===== config.mk =====
export PLATFORM = sky130hd
export DESIGN_NAME = ifu_fetch_unit
export DESIGN_NICKNAME = d
export VERILOG_FILES = /design/src/rtl/ifu_pkg.sv /design/src/rtl/ifu_pc_reg.sv /design/src/rtl/ifu_next_addr.sv /design/src/rtl/ifu_fetch_unit.sv
export SDC_FILE = /design/constraint.sdc
export NUM_CORES = 1
export LEC_CHECK = 0
export ABC_AREA = 0
export BUFFER_PORTS_ARGS = -buffer_cell sky130_fd_sc_hd__buf_2
export CAP_MARGIN = 20
export CORE_UTILIZATION = 40
export CTS_CLUSTER_SIZE = 40
export DETAILED_ROUTE_END_ITERATION = 16
export SLEW_MARGIN = 20
export SYNTH_ARGS = -nofsm -noshare
export SYNTH_HDL_FRONTEND = slang
export SYNTH_SLANG_ARGS = --single-unit

===== constraint.sdc =====
create_clock -name clk -period 7.9 [get_ports clk]
set_input_delay 0.395 -clock clk [delete_from_list [all_inputs] [get_ports clk]]
set_output_delay 0.395 -clock clk [all_outputs]
set_load 0.005 [all_outputs]

===== src/rtl/ifu_pkg.sv =====
package ifu_pkg;
  // Selected source for the next word index
  typedef enum logic [1:0] {
    NXT_HOLD   = 2'd0,
    NXT_SEQ    = 2'd1,
    NXT_BRANCH = 2'd2
  } nxt_sel_e;
endpackage


===== src/rtl/ifu_pc_reg.sv =====
module ifu_pc_reg #(
  parameter int PC_W = 30,
  parameter logic [PC_W-1:0] RESET_WORD = '0
) (
  input  logic            clk,
  input  logic            rst,
  input  logic            load_en,
  input  logic [PC_W-1:0] d,
  output logic [PC_W-1:0] q
);
  always_ff @(posedge clk) begin
    if (rst)          q <= RESET_WORD;
    else if (load_en) q <= d;
  end
endmodule


===== src/rtl/ifu_next_addr.sv =====
module ifu_next_addr
  import ifu_pkg::*;
#(
  parameter int PC_W   = 30,
  parameter int DISP_W = 16
) (
  input  logic              [PC_W-1:0]   cur_word,
  input  logic              [DISP_W-1:0] disp,
  input  logic                           fetch_en,
  input  logic                           br_req,
  input  logic                           eq_flag,
  output nxt_sel_e                       sel,
  output logic              [PC_W-1:0]   seq_word,
  output logic              [PC_W-1:0]   next_word
);
  localparam int EXT_W = PC_W - DISP_W;

  function automatic logic [PC_W-1:0] widen_disp(input logic [DISP_W-1:0] v);
    return {{EXT_W{v[DISP_W-1]}}, v};
  endfunction

  function automatic logic [PC_W-1:0] step_one(input logic [PC_W-1:0] w);
    return w + {{(PC_W-1){1'b0}}, 1'b1};
  endfunction

  logic [PC_W-1:0] target_word;

  always_comb begin
    seq_word    = step_one(cur_word);
    target_word = seq_word + widen_disp(disp);
    if (!fetch_en)              sel = NXT_HOLD;
    else if (br_req && eq_flag) sel = NXT_BRANCH;
    else                        sel = NXT_SEQ;
    unique case (sel)
      NXT_BRANCH: next_word = target_word;
      NXT_SEQ:    next_word = seq_word;
      default:    next_word = cur_word;
    endcase
  end
endmodule


===== src/rtl/ifu_fetch_unit.sv =====
module ifu_fetch_unit
  import ifu_pkg::*;
#(
  parameter int ADDR_W     = 32,
  parameter int ALIGN_BITS = 2,
  parameter int DISP_W     = 16,
  parameter logic [ADDR_W-ALIGN_BITS-1:0] RESET_WORD = '0
) (
  input  logic              clk,
  input  logic              rst,
  input  logic              fetch_en,
  input  logic              br_req,
  input  logic              eq_flag,
  input  logic [DISP_W-1:0] br_disp,
  output logic [ADDR_W-1:0] imem_addr,
  output logic [ADDR_W-1:0] seq_addr
);
  localparam int PC_W = ADDR_W - ALIGN_BITS;

  nxt_sel_e        sel;
  logic [PC_W-1:0] word_q;
  logic [PC_W-1:0] word_seq;
  logic [PC_W-1:0] word_nxt;
  logic            load_en;
  logic            br_taken;

  ifu_next_addr #(.PC_W(PC_W), .DISP_W(DISP_W)) nxt_i (
    .cur_word (word_q),
    .disp     (br_disp),
    .fetch_en (fetch_en),
    .br_req   (br_req),
    .eq_flag  (eq_flag),
    .sel      (sel),
    .seq_word (word_seq),
    .next_word(word_nxt)
  );

  assign load_en  = (sel != NXT_HOLD);
  assign br_taken = (sel == NXT_BRANCH);

  ifu_pc_reg #(.PC_W(PC_W), .RESET_WORD(RESET_WORD)) pc_i (
    .clk    (clk),
    .rst    (rst),
    .load_en(load_en),
    .d      (word_nxt),
    .q      (word_q)
  );

  assign imem_addr = {word_q,   {ALIGN_BITS{1'b0}}};
  assign seq_addr  = {word_seq, {ALIGN_BITS{1'b0}}};
endmodule


======== Word level (Yosys, flattened, before mapping) ========
Cells that the tools add are included.
cells by class
  add/sub/neg operators ................... 2
  multiplexer cells ....................... 3
  equal/unequal tests ..................... 2
  reductions and logical operators ........ 4
operators with widths
  operator                                       number
  one-hot mux 30 bit (2 select lines)            1
  adder 30 x 1 -> 30 bit, second input constant  1
  adder 30 bit                                   1
  two-way mux 2 bit                              2
  nonzero test 2 bit                             2
  == test 2 x 1 -> 1 bit, second input constant  1
  == test 2 bit, second input constant           1
  AND reduction 2 bit                            1
  logical AND 1 bit                              1
word-level totals
  flip-flop bits (word level) ............. 30
  output and inout bits ................... 64

======== Logic depth before layout (Yosys ltp) ========
  depth in word-level cells ............... 6
  depth in mapped cells ................... 17

======== Cells and area by module ========
From an unflattened synthesis, not the netlist that was laid out.
second synthesis, totals
  cells, all modules ...................... 610
  area, all modules ....................... 4,399.2 sq um
by module, submodules not included
  module          area an instance (sq um)  cells each  instances
  ifu_next_addr   3,263.1                   507         1
  ifu_pc_reg      1,096.1                   97          1
  ifu_fetch_unit  40.0                      6           1

======== Least setup slack after synthesis ========
OpenSTA, ideal clock, no wires.
  path kind ............................... reg-to-reg
  start point ............................. register pc_i.q[0]
  end point ............................... register pc_i.q[28]
  stages on the path, launching flop included .. 15
  library setup time ...................... 0.079 ns
  clock period less this slack ............ 3.484 ns
  path buffers ............................ 0
  data required time ...................... 7.821 ns
  setup slack ............................. 4.416 ns
  data arrival time ....................... 3.405 ns
  cells stage by stage .................... dfxtp_1 -> ha_1 -> nand4_1 -> nor2_1 -> nand2_1 -> xnor2_1 -> ha_1 -> a21o_1 -> a21oi_1 -> nor2_1 -> o41a_1 -> o31ai_2 -> o41ai_1 -> or4b_1 -> o211ai_1
on the way
  longest elaborated chain between the ends .. 3
ends and longest elaborated chain
  what                                 line                  text
  from (decl)                          ifu_pc_reg.sv:9       output logic [PC_W-1:0] q
  from (signal assigned)               ifu_pc_reg.sv:12      if (rst) q <= RESET_WORD;
  from (signal assigned)               ifu_pc_reg.sv:13      else if (load_en) q <= d;
  adder 30 x 1 -> 30 bit               ifu_next_addr.sv:23   return w + {{(PC_W-1){1'b0}}, 1'b1};
  via seq_addr[12]                     ifu_fetch_unit.sv:16  output logic [ADDR_W-1:0] seq_addr
  adder 30 bit                         ifu_next_addr.sv:30   target_word = seq_word + widen_disp(disp);
  one-hot mux 30 bit (2 select lines)  ifu_next_addr.sv:34   unique case (sel)
The timed path passes the listed nets, and every way through them passes these cells.
A chain may end at the register's enable or synchronous reset.

======== Worst setup path in the final report ========
  start point ............................. register pc_i.q[0]
  end point ............................... register pc_i.q[28]
on the way
  longest elaborated chain between the ends .. 3
ends and longest elaborated chain
  what                                     line
  adder 30 x 1 -> 30 bit (*)               ifu_next_addr.sv:23
  adder 30 bit                             ifu_next_addr.sv:30
  one-hot mux 30 bit (2 select lines) (*)  ifu_next_addr.sv:34
Mark *: on every way between the ends. The rest lies on a longest branch, timed or not.

==> metrics <==
status=completed; first-pass GRT wire length=18,100 microns; Reg with most FFs=pc_i.q; setup TNS=0 ps; largest net degree at the start of global routing=55; post-CTS resize count=0; antenna viol nets, final=0; Critical Path Sink Type=register; Req. time, crit path=8110 ps; total power=0.540 mW; Final WS setup=3760 ps; post-placement cell count=682; CORE AREA=8890 sq um; Setup CP Type=reg -> reg; Mapped Cells=519; Die Span X=98.6 microns; WL final=11,200 microns; Ant. Diodes=0; Final setup violation count=0; worst slack, placed=3820 ps; DRT iter0 DRCs=201; Post-synth top flop=dfxtp_1; final hold slack=540 ps; synthesis-stage register bit count=30; # clock sinks=30; CTS Buffer Depth=2; Slew Viols, Final=0; FFs w/ async S/R, synth=0%; hold_buf cts=0; number of non-filler instances in the completed layout=690; GRT met1 Usage=31.0%; Clock Latency Late Sink=290 ps; Most Crowded Layer GR=met2; pwr/cell area=127 nW/um^2; fmax=0.241 GHz; crit path launch type=register; Setup Fix Bufs, Post-CTS=0; Vert. Die Dim=98.6 microns; nets=639; Vias/cell=5.76; global placement routability congestion=0.845; DR WL/cell=16.3 microns; Cell Rows=34; DR pass1 iterations=5; data arrival time of the critical path=4350 ps; clk slew on worst S/H paths=70 ps; Avg Inst Size Synth=7.20 sq um; Final min period=4140 ps; critical-path maximum fanout=7; commonest non-fill, non-tap cell in the layout=buf_2; GRT Total Usage=23.0%; Congestion Overflow GR=0; Largest register FFs=30; CTS Buf Count=5; I/O pin total=85; GR Util met3=2.34%; Vias=3,973; layout cells sized above 1=18.6%; fill count=936; most frequent cells in the layout=buf_2 (80), nand2_1 (67), nor2_1 (44), a21oi_1 (43), o21ai_0 (39); maximum VDD drop=57.9 uV; Synth cell types=64; Worst Hold Class=reg -> reg; Initial Utilization=42.0%; Top Registers=pc_i.q (30); max cap viols=0; CTS tree=built; Die ar.=9730 sq um; post-synthesis sequential area ratio=16.1%; Post-DP HPWL=8320 microns; leakage power=1.97 nW; Synth Warn #=0; M2 GR Usage=40.1%; Worst Skew=8.34 ps; Final Hold Fails=0; Post-synth EDFFs=0; Port Buffer Count=80; Cell Area, Synth=3730 sq um; DRC=0; Worst slew margin=53.9%; RSZ-0062 raised after global routing=no; Final period util=52.4%; root buffer cell=clkbuf_8; vias in the first global route=3,520; htree depth=2; Area Overhead vs Synth=14.1%; initial antenna violation count=0; Worst-Margin Slew=691 ps
==> routing by layer <==
metal,up-vias,wire [microns]
met5,-,0
met4,0,85
met3,9,584
met2,127,5370
met1,1832,5180
li1,2005,-
==> power by group <==
part	switching, mW	leakage, nW	internal, mW	total, mW
Combinational	0.116	1.66	0.0870	0.204
Clock	0.0673	0.0579	0.0928	0.160
Sequential	0.0154	0.246	0.160	0.176
Total	0.199	1.97	0.340	0.540
==> area by class of cell <==
cell class                 count  area (sq um)  share of cell area (%)
multi-input combinational    451          2960                    69.4
clock inverter                 3          40.0                   0.940
inverter                      10          37.5                   0.881
clock buffer                   5          68.8                    1.62
tap                          108           135                    3.17
sequential                    30           601                    14.1
timing repair buffer          83           423                    9.93
==> critical path: stages, from the launching register on <==
cell and delay, ps:
dfxtp_1 420, ha_1 280, nand4_1 180, nor2_1 540
nand2_1 210, xnor2_1 220, ha_1 310, a21o_1 210
a21oi_1 180, nor2_1 60, o41a_1 410, o31ai_2 330
o41ai_1 130, or4b_1 470, o211ai_1 100
==> cells by family after synthesis <==
logic type	count (synthesis)	share of synthesized area [%]
AOI/OAI and AO/OA	166	28.5
other	1	0.100
adders and majority gates	37	12.6
and+or+nand+nor	189	24.4
DFF	30	16.1
buffers and inverters	41	5.09
muxes	2	0.570
xor gates and xnor gates	53	12.6
==> final timing paths <==
kind | from | end | slack (ps) | cells after the start
min reg2reg | pc_i.q[12]$_SDFFE_PP0P_ | pc_i.q[12]$_SDFFE_PP0P_ | 540 | 2
max reg2reg | pc_i.q[0]$_SDFFE_PP0P_ | pc_i.q[28]$_SDFFE_PP0P_ | 3760 | 14
min | pc_i.q[12]$_SDFFE_PP0P_ | pc_i.q[12]$_SDFFE_PP0P_ | 540 | 2
max | pc_i.q[0]$_SDFFE_PP0P_ | pc_i.q[28]$_SDFFE_PP0P_ | 3760 | 14
==> synthesized netlist by cell type, types with 6 or more instances <==
library cell   n  area share (%)
nand2_1       67             6.7
nor2_1        44             4.4
a21oi_1       43             5.8
o21ai_0       39             5.2
xnor2_1       37             8.7
ha_1          36              12
dfxtp_1       30              16
nand3_1       21             2.8
clkbuf_1      20             2.0
a21o_1        18             3.6
xor2_1        15             3.5
a211oi_1      11             2.2
nand4_1       11             1.8
inv_1         10             1.0
nor3_1         9             1.2
a31oi_1        8             1.3
buf_4          7             1.4
nand2b_1       6             1.0
o22ai_1        6             1.0
==> metrics by stage <==
| stage | utilization [%] | area [sq um] |
|---|---|---|
| CTS | 47.9 | 4260 |
| floorplan | - | 3750 |
| global placement | 46.7 | 4150 |
| finish | 47.9 | 4260 |
| detailed placement | 46.7 | 4150 |
| global route | 47.9 | 4260 |
(Power assumes the default switching activity.)
